==> src/rtl/stagger_pwm_pkg.sv <==
package stagger_pwm_pkg;
  localparam int PHASES = 3;
  typedef enum logic {HALF_UP = 1'b0, HALF_DOWN = 1'b1} half_e;
endpackage

==> src/rtl/spwm_deadband.sv <==
module spwm_deadband #(
  parameter int DW = 8
) (
  input  logic          clk,
  input  logic          rst,
  input  logic          raw_i,
  input  logic [DW-1:0] dead_i,
  output logic          hi_o,
  output logic          lo_o
);
  logic          lvl_q;
  logic [DW-1:0] dcnt_q;

  always_ff @(posedge clk) begin
    if (rst) begin
      lvl_q  <= 1'b0;
      dcnt_q <= '0;
      hi_o   <= 1'b0;
      lo_o   <= 1'b0;
    end else if (raw_i != lvl_q) begin
      lvl_q  <= raw_i;
      dcnt_q <= '0;
      hi_o   <= 1'b0;
      lo_o   <= 1'b0;
    end else if (dcnt_q != dead_i) begin
      dcnt_q <= dcnt_q + 1'b1;
      hi_o   <= 1'b0;
      lo_o   <= 1'b0;
    end else begin
      hi_o <= lvl_q;
      lo_o <= ~lvl_q;
    end
  end

  assert_no_overlap_R2: assert property (@(posedge clk) disable iff (rst)
    !(hi_o && lo_o));
  assert_hi_gap_R5: assert property (@(posedge clk) disable iff (rst)
    $rose(hi_o) |-> !$past(lo_o));
  assert_lo_gap_R5: assert property (@(posedge clk) disable iff (rst)
    $rose(lo_o) |-> !$past(hi_o));
endmodule

==> src/rtl/spwm_axis.sv <==
module spwm_axis
  import stagger_pwm_pkg::*;
#(
  parameter int CW   = 12,
  parameter int DW   = 8,
  parameter int AXIS = 0
) (
  input  logic                 clk,
  input  logic                 rst,
  input  logic [CW-1:0]        period_i,
  input  logic [CW-1:0]        step_i,
  input  logic [DW-1:0]        dead_i,
  input  logic [PHASES*CW-1:0] duty_i,
  output logic [PHASES-1:0]    hi_o,
  output logic [PHASES-1:0]    lo_o
);
  localparam logic [CW-1:0] AX = CW'(AXIS);

  logic [CW-1:0]     cnt_q;
  half_e             half_q;
  logic              wrap_w;
  logic [CW-1:0]     ramp_w;
  logic [CW-1:0]     duty_act [PHASES];
  logic [PHASES-1:0] raw_q;

  assign wrap_w = (cnt_q >= period_i - 1'b1);
  // Rising half counts the ramp down so pulses straddle the half boundary.
  assign ramp_w = (half_q == HALF_DOWN) ? cnt_q : (period_i - 1'b1 - cnt_q);

  always_ff @(posedge clk) begin
    if (rst) begin
      cnt_q  <= AX * step_i;
      half_q <= HALF_UP;
    end else if (wrap_w) begin
      cnt_q  <= '0;
      half_q <= (half_q == HALF_UP) ? HALF_DOWN : HALF_UP;
    end else begin
      cnt_q <= cnt_q + 1'b1;
    end
  end

  assert_cnt_range_R6: assert property (@(posedge clk) disable iff (rst)
    cnt_q < period_i);

  for (genvar p = 0; p < PHASES; p++) begin : g_phase
    always_ff @(posedge clk) begin
      if (rst) begin
        duty_act[p] <= '0;
        raw_q[p]    <= 1'b0;
      end else begin
        if (wrap_w && half_q == HALF_DOWN) duty_act[p] <= duty_i[p*CW +: CW];
        raw_q[p] <= (ramp_w < duty_act[p]);
      end
    end

    assert_shadow_load_R9: assert property (@(posedge clk) disable iff (rst)
      !$stable(duty_act[p]) |-> (cnt_q == '0 && half_q == HALF_UP));

    spwm_deadband #(.DW(DW)) u_db (
      .clk   (clk),
      .rst   (rst),
      .raw_i (raw_q[p]),
      .dead_i(dead_i),
      .hi_o  (hi_o[p]),
      .lo_o  (lo_o[p])
    );
  end
endmodule

==> src/rtl/spwm_trigger.sv <==
module spwm_trigger
  import stagger_pwm_pkg::*;
#(
  parameter int CW = 12
) (
  input  logic          clk,
  input  logic          rst,
  input  logic [CW-1:0] period_i,
  input  logic [CW-1:0] pre0_i,
  input  logic [CW-1:0] pre1_i,
  output logic          trig_o
);
  logic [CW-1:0] cnt_q;
  half_e         half_q;

  always_ff @(posedge clk) begin
    if (rst) begin
      cnt_q  <= '0;
      half_q <= HALF_UP;
      trig_o <= 1'b0;
    end else begin
      if (cnt_q >= period_i - 1'b1) begin
        cnt_q  <= '0;
        half_q <= (half_q == HALF_UP) ? HALF_DOWN : HALF_UP;
      end else begin
        cnt_q <= cnt_q + 1'b1;
      end
      if (half_q == HALF_UP && cnt_q == period_i - pre0_i)      trig_o <= 1'b1;
      else if (half_q == HALF_UP && cnt_q == period_i - pre1_i) trig_o <= 1'b0;
    end
  end

  assert_trig_half_R7: assert property (@(posedge clk) disable iff (rst)
    $rose(trig_o) |-> half_q == HALF_UP);
endmodule

==> src/rtl/stagger_pwm.sv <==
module stagger_pwm
  import stagger_pwm_pkg::*;
#(
  parameter int NAX = 5,
  parameter int CW  = 12,
  parameter int DW  = 8
) (
  input  logic                       clk,
  input  logic                       rst,
  input  logic [CW-1:0]              period_i,
  input  logic [CW-1:0]              step_i,
  input  logic [DW-1:0]              dead_i,
  input  logic [CW-1:0]              pretrig0_i,
  input  logic [CW-1:0]              pretrig1_i,
  input  logic                       wr_en_i,
  input  logic [$clog2(NAX*3)-1:0]   wr_addr_i,
  input  logic [CW-1:0]              wr_data_i,
  output logic [NAX*3-1:0]           gate_hi_o,
  output logic [NAX*3-1:0]           gate_lo_o,
  output logic                       adc_trig_o
);
  localparam int NG = NAX * PHASES;

  // Shadows stay in flops: every axis reads all its phases in parallel.
  logic [CW-1:0] shadow_q [NG];

  always_ff @(posedge clk) begin
    if (rst) begin
      for (int i = 0; i < NG; i++) shadow_q[i] <= '0;
    end else if (wr_en_i && (int'(wr_addr_i) < NG)) begin
      shadow_q[wr_addr_i] <= wr_data_i;
    end
  end

  for (genvar a = 0; a < NAX; a++) begin : g_axis
    logic [PHASES*CW-1:0] duty_w;
    for (genvar p = 0; p < PHASES; p++) begin : g_pack
      assign duty_w[p*CW +: CW] = shadow_q[a*PHASES + p];
    end

    spwm_axis #(.CW(CW), .DW(DW), .AXIS(a)) u_axis (
      .clk     (clk),
      .rst     (rst),
      .period_i(period_i),
      .step_i  (step_i),
      .dead_i  (dead_i),
      .duty_i  (duty_w),
      .hi_o    (gate_hi_o[a*PHASES +: PHASES]),
      .lo_o    (gate_lo_o[a*PHASES +: PHASES])
    );
  end

  spwm_trigger #(.CW(CW)) u_trig (
    .clk     (clk),
    .rst     (rst),
    .period_i(period_i),
    .pre0_i  (pretrig0_i),
    .pre1_i  (pretrig1_i),
    .trig_o  (adc_trig_o)
  );

  assert_reset_quiet_R1: assert property (@(posedge clk)
    $past(rst) |-> (gate_hi_o == '0 && gate_lo_o == '0 && !adc_trig_o));
endmodule

==> config.mk <==
export PLATFORM = sky130hd
export DESIGN_NAME = stagger_pwm
export DESIGN_NICKNAME = d
export VERILOG_FILES = /design/src/rtl/stagger_pwm_pkg.sv /design/src/rtl/spwm_deadband.sv /design/src/rtl/spwm_axis.sv /design/src/rtl/spwm_trigger.sv /design/src/rtl/stagger_pwm.sv
export SDC_FILE = /design/constraint.sdc
export NUM_CORES = 1
export LEC_CHECK = 0
export ABC_CLOCK_PERIOD_IN_PS = 6700
export BUFFER_PORTS_ARGS = -buffer_cell sky130_fd_sc_hd__buf_2
export CAP_MARGIN = 10
export CORE_MARGIN = 3
export CORE_UTILIZATION = 31
export DETAILED_ROUTE_END_ITERATION = 8
export PLACE_DENSITY = 0.56
export SYNTH_ARGS = -nofsm -noshare
export SYNTH_HDL_FRONTEND = slang
export SYNTH_SLANG_ARGS = --single-unit
==> constraint.sdc <==
create_clock -name clk -period 6.7 [get_ports clk]
set_input_delay 1.34 -clock clk [delete_from_list [all_inputs] [get_ports clk]]
set_output_delay 1.34 -clock clk [all_outputs]
set_load 0.02 [all_outputs]
=== Word level (Yosys, flattened, before mapping) ===
Memories as Yosys holds them, arrays and structs flattened.
Index checks and enable logic that the tools add are counted.

* Register bits: 259
* RAM bits: 360
* Bits of input ports: 75
* Output and inout bits: 31
* Word-level logic and storage cells: 314
* Memories kept: 6

{| class="wikitable"
|+ Memories
! memory !! depth !! bits a word !! rd ports !! clocked after memory_dff !! write ports !! line !! text
|-
| shadow_q || 15 || 12 || 15 || 0 || 15 || stagger_pwm.sv:25 || <nowiki>logic [CW-1:0] shadow_q [NG];</nowiki>
|-
| g_axis[0].u_axis.duty_act || 3 || 12 || 3 || 0 || 3 || spwm_axis.sv:23 || <nowiki>logic [CW-1:0] duty_act [PHASES];</nowiki>
|-
| g_axis[1].u_axis.duty_act || 3 || 12 || 3 || 0 || 3 || spwm_axis.sv:23 ||
|-
| g_axis[2].u_axis.duty_act || 3 || 12 || 3 || 0 || 3 || spwm_axis.sv:23 ||
|-
| g_axis[3].u_axis.duty_act || 3 || 12 || 3 || 0 || 3 || spwm_axis.sv:23 ||
|-
| g_axis[4].u_axis.duty_act || 3 || 12 || 3 || 0 || 3 || spwm_axis.sv:23 ||
|}

* Add/subtract/negate cells: 29
* Multiply operators: 1
* Order comparisons: 22
* Equal/unequal tests: 32
* Muxes and demuxes: 59
* Bitwise operators: 31
* Reduce and logical (&&, ||, !) cells: 44

{| class="wikitable"
|+ Operator list
! kind !! number
|-
| two-way mux 12 bit || 29
|-
| < comparator 12 bit || 15
|-
| adder 8 x 1 -> 8 bit, second input constant || 15
|-
| inequality test 8 bit || 15
|-
| subtractor 12 bit || 7
|-
| adder 12 x 1 -> 12 bit, second input constant || 6
|-
| >= comparator 12 bit || 6
|-
| OR reduction 3 bit || 15
|-
| OR reduction 2 bit || 19
|-
| two-way mux 1 bit || 29
|-
| == test 12 bit || 2
|-
| inverter 1 bit || 16
|-
| inequality test 1 bit || 15
|-
| OR 1 bit || 15
|-
| multiplier 2 x 12 -> 12 bit, first input constant || 1
|-
| OR reduction 12 bit || 1
|-
| subtractor 12 x 1 -> 12 bit, second input constant || 1
|-
| logical AND 1 bit || 8
|-
| < comparator 4 bit, second input constant || 1
|-
| two-way mux 4 bit || 1
|-
| nonzero test 2 bit || 1
|}

=== Longest topological paths before layout ===
Gate-level depths: netlist of the first run.

* Depth in word-level cells: 7
* Depth in mapped cells: 20
* Mapped depth without buffers: 20

=== By module ===
A second synthesis of the first run with hierarchy kept.

* Cells, all modules: 3965
* Area total of the unflattened synthesis: 39012.4 µm²

{| class="wikitable"
|+ Modules (own cells, without submodules)
! module !! times used !! cells an instance !! area each (µm²) !! sequential area each (µm²)
|-
| spwm_deadband || 15 || 70 || 640.6 || 220.2
|-
| stagger_pwm || 1 || 452 || 7028.0 || 5405.2
|-
| spwm_axis at g_axis[3].u_axis || 1 || 473 || 4285.4 || 1401.3
|-
| spwm_axis at g_axis[2].u_axis || 1 || 413 || 4096.4 || 1401.3
|-
| spwm_axis at g_axis[4].u_axis || 1 || 416 || 4052.6 || 1401.3
|-
| spwm_axis at g_axis[1].u_axis || 1 || 413 || 3858.7 || 1401.3
|-
| spwm_axis at g_axis[0].u_axis || 1 || 439 || 3729.8 || 1401.3
|-
| spwm_trigger || 1 || 309 || 2352.3 || 280.3
|}

=== Worst setup path after synthesis of the first run ===
Ideal clock, no wire load.

* Kind: input-to-reg
* From: in period_i[1]
* To: mem g_axis[3].u_axis.duty_act[0][0], enable pin
* Library setup time: 479 ps
* Arrival time: 6525 ps
* Data required time: 6221 ps
* Path slack: -304 ps
* Stages: 13
* Buffers on the path: 0
* Cell sequence: nor3_1 nor3b_1 nand2b_1 or4_1 xnor2_1 ha_1 a21o_1 a21o_1 a21o_1 inv_1 a21oi_1 o21a_1 o21ai_0

{| class="wikitable"
|+ RTL lines
! element !! line !! text
|-
| start: declaration || stagger_pwm.sv:10 || <nowiki>input logic [CW-1:0] period_i,</nowiki>
|-
| end: declaration || spwm_axis.sv:23 ||
|}

=== Worst setup path after layout of the first run ===
* From: in period_i[0]
* To: reg g_axis[1].u_axis.raw_q[2]

* Cells in the longest elaborated chain, start to end: 4

{| class="wikitable"
|+ Ends and longest elaborated chain
! element !! line !! text
|-
| subtractor 12 x 1 -> 12 bit || spwm_axis.sv:28 || <nowiki>assign ramp_w = (half_q == HALF_DOWN) ? cnt_q : (period_i - 1'b1 - cnt_q);</nowiki>
|-
| subtractor 12 bit || spwm_axis.sv:28 ||
|-
| two-way mux 12 bit || spwm_axis.sv:28 ||
|-
| < comparator 12 bit || spwm_axis.sv:52 || <nowiki>raw_q[p] <= (ramp_w < duty_act[p]);</nowiki>
|-
| end signal: indexed assignment || spwm_axis.sv:52 ||
|-
| end: declaration || spwm_axis.sv:24 || <nowiki>logic [PHASES-1:0] raw_q;</nowiki>
|}

Every way passes these cells.
A chain may end at the register's enable or synchronous reset.

==> impl_metrics.env, run 1 <==
export IMPL_tightest_slew_ns=1.25
export IMPL_grt_pass1_wl_mm=131
export IMPL_synth_seq_cells=619
export IMPL_clk_latency_ns=0.62
export IMPL_grt_usage_pct=14.5
export IMPL_p_leak_nw=16.1
export IMPL_synth_warnings=0
export IMPL_finalHoldViolations=0
export IMPL_dr_pass1_iters=5
export IMPL_critPathMaxFanout=7
export IMPL_drive_gt1_share_pct=7.74
export IMPL_worst_setup_path_start_kind="input port"
export IMPL_cts_tree="built"
export IMPL_r2r_setup_slack_ns=2.99
export IMPL_syn_nets=3804
export IMPL_timing_rr_end="g_axis[0].u_axis.raw_q[2]"
export IMPL_irDropWorstVdd_v=0.000169
export IMPL_worst_r2r_cell_count=17
export IMPL_hold_end="g_axis[4].u_axis.g_phase[1].u_db.hi_o"
export IMPL_antenna_found_initial=17
export IMPL_area_growth_pct=12.5
export IMPL_worstSetupPathType="in -> reg"
export IMPL_die_w_um=339
export IMPL_crit_required_ns=7.25
export IMPL_clock_sinks=619
export IMPL_post_cts_setup_buffers=0
export IMPL_fin_crit_sh_pct=77.1
export IMPL_dp_slack_ns=0.848
export IMPL_grt_max_degree=45
export IMPL_r2r_start="g_axis[0].u_axis.cnt_q[0]"
export IMPL_start_util_pct=31.4
export IMPL_crit_arrival_ns=5.72
export IMPL_async_flop_share_pct=0
export IMPL_clock_path_buffers=3
export IMPL_core_region_area_um2=109000
export IMPL_drtIter0Drc=1434
export IMPL_cap_violations=0
export IMPL_avgRoutedWirePerCell_um=16.8
export IMPL_io_buffers=105
export IMPL_status="complete, no violations"
export IMPL_fp_dieH_um=339
export IMPL_std_cell_rows=121
export IMPL_hold_buffers=0
export IMPL_hold_start="g_axis[4].u_axis.g_phase[1].u_db.lvl_q"
export IMPL_drt_wl_total_mm=84.9
export IMPL_die_area_um2=115000
export IMPL_syn_area_um2=34400
export IMPL_tns_ns=0
export IMPL_htreeDepth=3
export IMPL_io_pins=106
export IMPL_gr_total_overflow=0
export IMPL_fin_crit_ns=5.17
export IMPL_finalWeightedCongestion=0.851
export IMPL_layout_nets=3903
export IMPL_ant_nets=0
export IMPL_setup_ws_ns=1.53
export IMPL_synth_edff_count=360
export IMPL_syn_area_per_cell_um2=10.0
export IMPL_ctsResizeCount=0
export IMPL_rsz0062_at_grt="no"
export IMPL_relSlewSlack_pct=15.5
export IMPL_numCtsBuffers=69
export IMPL_vias=23434
export IMPL_drc=0
export IMPL_setup_viol=0
export IMPL_finalClockSkew_ns=0.0219
export IMPL_hold_depth=2
export IMPL_grt_pass1_vias=22378
export IMPL_maxSlewViolCount=0
export IMPL_hpwl_mm=61.3
export IMPL_synthFlopType="edfxtp_1"
export IMPL_synthCells=3430
export IMPL_clk_pin_slew_ns=0.06
export IMPL_worstHoldPathType="reg -> reg"
export IMPL_cts_root_buf="clkbuf_16"
export IMPL_drt_vias_per_instance=4.63
export IMPL_p_per_area_nw_per_um2=292
export IMPL_max_freq_mhz=193
export IMPL_end_kind="flip-flop"
export IMPL_synth_distinct_cells=61
export IMPL_yosysSeqAreaShare_pct=46.5
[critical path, cell delays in order]
cell and delay, ns:
buf_2 0.25, inv_1 0.15, ha_1 0.66, inv_1 0.33
ha_1 0.39, nor2b_1 0.13, o21ai_0 0.21, a21boi_1 0.16
o41a_1 0.34, a41o_1 0.26, o41ai_1 0.30, xor2_1 0.10
o21ai_0 0.37, ha_1 0.33, a211oi_1 0.20, o21ai_0 0.11
nor2_1 0.08
[per-layer routing]
layer / vias up / GRT usage, % / share of wire, %
li1: 11827 / - / -
met2: 453 / 22.3 / 43
met1: 11023 / 20.7 / 49
met5: - / 0 / 0.12
met4: 14 / 3.96 / 2.1
met3: 117 / 2.94 / 5.2
[worst max path at each step]
stage                startpoint                              end  slack, ns  depth (start not counted)
floorplan           period_i[1]  g_axis[3].u_axis.duty_act[0][0]       0.67                         13
global placement    period_i[0]        g_axis[1].u_axis.raw_q[2]       0.88                         17
detailed placement  period_i[0]        g_axis[4].u_axis.raw_q[1]       0.85                         18
CTS                 period_i[0]        g_axis[1].u_axis.raw_q[2]       1.51                         17
global route        period_i[0]        g_axis[3].u_axis.raw_q[1]       1.09                         19
finish              period_i[0]        g_axis[1].u_axis.raw_q[2]       1.53                         17
[synth_stat cells (30+ instances only)]
| cell | number | share of area, % |
|---|---|---|
| a211oi_1 | 33 | 0.72 |
| a21o_1 | 65 | 1.4 |
| a21oi_1 | 78 | 1.1 |
| and2_1 | 361 | 6.6 |
| and3_1 | 44 | 0.80 |
| buf_4 | 30 | 0.65 |
| clkbuf_1 | 69 | 0.75 |
| dfxtp_1 | 259 | 15 |
| edfxtp_1 | 360 | 31 |
| ha_1 | 291 | 11 |
| inv_1 | 332 | 3.6 |
| nand2_1 | 204 | 2.2 |
| nand3_1 | 83 | 1.2 |
| nand4_1 | 30 | 0.55 |
| nor2_1 | 249 | 2.7 |
| nor2b_1 | 32 | 0.58 |
| nor3_1 | 56 | 0.81 |
| nor4_1 | 37 | 0.67 |
| o21ai_0 | 166 | 2.4 |
| xnor2_1 | 172 | 4.4 |
| xor2_1 | 229 | 5.8 |
[through the flow]
step           total power (W)  hold WS [ns]  cells  area [um2]  util [%]
2_1_floorplan          0.00682         0.443   3430       34400         -
3_5_place_dp           0.00776         0.461   4934       36600      33.4
4_1_cts                 0.0115         0.466   5056       38700      35.4
3_3_place_gp           0.00771         0.454   4934       36600      33.4
5_1_grt                 0.0120         0.479   5057       38700      35.4
6_report                0.0113         0.466   5062       38700      35.4
[cells by family after synthesis]
kind of cell | Yosys count | synth area share (%)
simple gates | 1181 | 17.9
flops | 619 | 46.5
compound gates | 449 | 8.11
mux | 28 | 0.815
xor+xnor | 401 | 10.2
fa+ha+maj | 299 | 11.0
buf+inv | 453 | 5.39
[cell type report]
type / instances / area, um2
Clock buffer: 89 / 1840
Multi-Input combinational cell: 2358 / 16600
Clock inverter: 33 / 302
Fill cell: 10930 / 70700
Sequential cell: 619 / 16000
Tap cell: 1476 / 1850
Timing Repair Buffer: 149 / 858
Antenna cell: 6 / 15.0
Inverter: 332 / 1250
[where the power goes]
group          switching [W]  leakage, nW  internal (W)
Sequential          0.000342         5.72       0.00444
Combinational        0.00173         9.38       0.00119
Clock                0.00158         1.04       0.00204
Total                0.00365         16.1       0.00767
[flip-flops by register name, indices dropped and copies added, names as in the netlist]
name	count
u_trig.trig_o	1
g_axis.u_axis.duty_act	180
g_axis.u_axis.g_phase.u_db.lo_o	15
g_axis.u_axis.half_q	5
shadow_q	180
g_axis.u_axis.g_phase.u_db.lvl_q	15
g_axis.u_axis.g_phase.u_db.hi_o	15
u_trig.half_q	1
g_axis.u_axis.cnt_q	60
g_axis.u_axis.raw_q	15
u_trig.cnt_q	12
g_axis.u_axis.g_phase.u_db.dcnt_q	120
[layout by cell type, fill, tap and decap left out, types with 32 or more instances in the layout]
master     Yosys  final
xor2_1       229    229
edfxtp_1     360    360
and2_1       361    361
ha_1         291    291
buf_2         16    104
nand2_1      204    204
buf_4         30     45
o21ai_0      166    159
a211oi_1      33     33
xnor2_1      172    172
dfxtp_1      259    259
nand3_1       83     83
inv_1        332    331
nor3_1        56     54
nor2b_1       32     32
clkbuf_16      0     69
and3_1        44     44
nor2_1       249    249
a21o_1        65     65
nor4_1        37     37
a21oi_1       78     78
(Power assumes the default switching activity.)
==> run 2, diff against run 1 <==
ABC_AREA = 1   (was default)
ABC_CLOCK_PERIOD_IN_PS = 4350   (was 6700)
clock period = 4.35 ns   (was 6.7 ns; I/O delays follow)
==> run 2 against run 1 <==
  * Synthesized area is 4.3% higher
  * Highest routed layer unchanged
  * Synthesized cell count is 27% higher
  * Hold slack worse by 0.012 ns
  * Via count is 20% higher
  * Sequential share of layout area is 3.2 points lower
  * Setup slack worse by 1.3 ns
  * Critical path type unchanged
  * Sequential cell count stayed put
  * Global-route usage is 1.4 points higher
  * Final cell count is 22% higher
  * Count of clock-buffer cells in the layout is 8 higher
  * Critical endpoint is now g_axis[2].u_axis.raw_q[1]
==> impl_metrics.env, run 2 <==
export IMPL_cts_tree="built"
export IMPL_slowest_delay_ns=0.40
export IMPL_path_cells="buf_2 -> inv_1 -> ha_1 -> nand2_1 -> xor2_1 -> inv_1 -> buf_4 -> ha_1 -> inv_1 -> o21bai_1 -> nand2_1 -> nand2_1 -> a31oi_1 -> o21bai_1 -> or2_2 -> nand3_1 -> o21ai_0 -> ha_1 -> nand2_1 -> inv_1 -> o21ai_0 -> nand3_1 -> a41oi_1"
export IMPL_hold_depth=1
export IMPL_r2r_setup_slack_ns=1.18
export IMPL_drt_vias_per_instance=4.54
export IMPL_crit_required_ns=4.89
export IMPL_die_w_um=346
export IMPL_finalWeightedCongestion=0.901
export IMPL_die_area_um2=120000
export IMPL_htreeDepth=3
export IMPL_cap_violations=0
export IMPL_synth_common_cells="833 x inv_1, 640 x nand2_1, 612 x nor2_1"
export IMPL_tightest_slew_ns=1.16
export IMPL_fin_crit_ns=4.09
export IMPL_hold_ws_ns=0.453
export IMPL_numCtsBuffers=74
export IMPL_fin_util_pct=36.6
export IMPL_synth_xor_area_share_pct=4.49
export IMPL_area_growth_pct=16.9
export IMPL_grt_pass1_wl_mm=152
export IMPL_hpwl_mm=70.8
export IMPL_synth_seq_cells=619
export IMPL_layout_nets=4979
export IMPL_p_leak_nw=19.4
export IMPL_synthFlopType="edfxtp_1"
export IMPL_synth_compound_area_share_pct=8.20
export IMPL_finalClockSkew_ns=0.0307
export IMPL_maxSlewViolCount=0
export IMPL_yosys_area_share_simple_pct=21.2
export IMPL_syn_area_um2=35900
export IMPL_synth_adder_area_share_pct=10.6
export IMPL_cp_slowest_cell="ha_1"
export IMPL_clock_sinks=619
export IMPL_r2r_start="g_axis[2].u_axis.cnt_q[2]"
export IMPL_grt_max_degree=54
export IMPL_fin_crit_sh_pct=93.9
export IMPL_multiInputGateArea_um2=16000
export IMPL_cts_root_buf="clkbuf_16"
export IMPL_synth_top_family_by_area="simple AND/OR/NAND/NOR gates"
export IMPL_synth_mux_area_fraction_pct=0
export IMPL_register_area_um2=16000
export IMPL_syn_nets=4725
export IMPL_relSlewSlack_pct=22.5
export IMPL_antenna_found_initial=9
export IMPL_finalHoldViolations=0
export IMPL_clk_pin_slew_ns=0.06
export IMPL_grt_usage_pct=15.9
export IMPL_io_buffers=105
export IMPL_syn_area_per_cell_um2=8.25
export IMPL_yosysMostFrequentCell="inv_1"
export IMPL_synth_warnings=0
export IMPL_timing_rr_end="g_axis[2].u_axis.raw_q[1]"
export IMPL_synth_edff_count=360
export IMPL_status="complete, no violations"
export IMPL_dr_pass1_iters=5
export IMPL_io_pins=106
export IMPL_yosys_top_cells_area="edfxtp_1 30%, dfxtp_1 14%, ha_1 10%"
export IMPL_worstSetupPathType="in -> reg"
export IMPL_worstHoldPathType="reg -> reg"
export IMPL_hold_start="g_axis[0].u_axis.g_phase[0].u_db.lvl_q"
export IMPL_drive_gt1_share_pct=11.4
export IMPL_fillers=11674
export IMPL_clock_path_buffers=3
export IMPL_start_util_pct=31.3
export IMPL_ant_nets=0
export IMPL_yosysSeqAreaShare_pct=44.6
export IMPL_synth_distinct_cells=58
export IMPL_fp_dieH_um=346
export IMPL_placed_cell_area_um2=39300
export IMPL_synthCells=4351
export IMPL_p_per_area_nw_per_um2=435
export IMPL_clk_latency_ns=0.64
export IMPL_synth_top_cell_area_share_pct=30.1
export IMPL_path_buf_inv=6
export IMPL_rsz0062_at_grt="no"
export IMPL_std_cell_rows=124
export IMPL_worst_r2r_cell_count=16
export IMPL_core_region_area_um2=115000
export IMPL_drtIter0Drc=1783
export IMPL_grt_pass1_vias=26930
export IMPL_largestRegisters="g_axis.u_axis.duty_act (180), shadow_q (180), g_axis.u_axis.g_phase.u_db.dcnt_q (120)"
export IMPL_crit_arrival_ns=4.63
export IMPL_max_freq_mhz=245
export IMPL_final_area_um2=42000
export IMPL_drc=0
export IMPL_mostFrequentLayoutCells="833 x inv_1, 640 x nand2_1, 612 x nor2_1"
export IMPL_mostFrequentLayoutCell="inv_1"
export IMPL_worst_setup_path_start_kind="input port"
export IMPL_setup_viol=0
export IMPL_vias=28059
export IMPL_hold_end="g_axis[0].u_axis.g_phase[0].u_db.lo_o"
export IMPL_gr_total_overflow=0
export IMPL_path_delay_family="compound AO/OA/AOI/OAI gates"
export IMPL_critPathMaxFanout=4
export IMPL_drt_wl_total_mm=96.1
export IMPL_hold_buffers=0
export IMPL_yosysTopAreaCell="edfxtp_1"
export IMPL_irDropWorstVdd_v=0.000268
export IMPL_avgRoutedWirePerCell_um=15.5
export IMPL_async_flop_share_pct=0
export IMPL_end_kind="flip-flop"
[run 2: changes by cell type in the layout (fill, tap and decap cells not counted), moves of 57 or more]
cell	before	now
a21o_1	65	8
buf_4	45	174
and2_1	361	1
nor2_1	249	612
nand3_1	83	152
nand2_1	204	640
xnor2_1	172	34
xor2_1	229	148
inv_1	331	833
a21oi_1	78	240
nor3_1	54	129
[run 2: cell type report]
cell class | instances | area share [%]
clock buffer | 97 | 4.96
multi-input combinational | 2760 | 38.2
sequential | 619 | 38.1
timing repair buffer | 297 | 5.22
antenna | 5 | 0.0298
tap | 1512 | 4.51
inverter | 853 | 7.63
clock inverter | 40 | 1.32
[run 2: logic make-up after synthesis]
logic type,count (synthesis)
compound gates,537
fa+ha+maj,299
xor+xnor,183
flops,619
buf+inv,972
simple gates,1741
[run 2: timing repair]
action | in CTS | in global routing
resized for setup | 0 | 2
endpoints found under the setup margin | 0 | 3
buffers inserted | 0 | 0
[run 2: through the flow]
stage                     power (W)  std cells  setup slack [ns]  TNS, ns
after floorplan             0.00996       4351            0.0562        0
after global placement       0.0116       6041            -0.388    -2.99
after detailed placement     0.0117       6041            -0.429    -3.78
after CTS                    0.0184       6178             0.222        0
after global routing         0.0194       6181            0.0149        0
final                        0.0183       6183             0.265        0
[run 2: how the worst max path moves through the flow]
stage	start	to	slack, ns	cells after the start
floorplan	period_i[1]	g_axis[0].u_axis.duty_act[0][0]	0.06	14
global placement	period_i[6]	g_axis[2].u_axis.raw_q[1]	-0.39	19
detailed placement	period_i[6]	g_axis[2].u_axis.raw_q[1]	-0.43	19
CTS	period_i[6]	g_axis[2].u_axis.raw_q[1]	0.22	19
global route	period_i[0]	g_axis[4].u_axis.raw_q[1]	0.01	21
finish	period_i[0]	g_axis[2].u_axis.raw_q[1]	0.26	23
[run 2: routing by layer]
| metal | up-vias | part of all wire, % | GRT usage (%) |
|---|---|---|---|
| li1 | 14581 | - | - |
| met1 | 12886 | 47 | 21.7 |
| met2 | 459 | 46 | 26.3 |
| met3 | 131 | 4.3 | 2.33 |
| met4 | 2 | 2.4 | 4.31 |
| met5 | - | 0.014 | 0 |
[run 2: power by group]
part,internal (W),total (W),leakage [nW],switching (W)
registers,0.00671,0.00709,5.72,0.000377
logic,0.00181,0.00450,12.4,0.00269
clock network,0.00407,0.00668,1.28,0.00261
total,0.0126,0.0183,19.4,0.00568
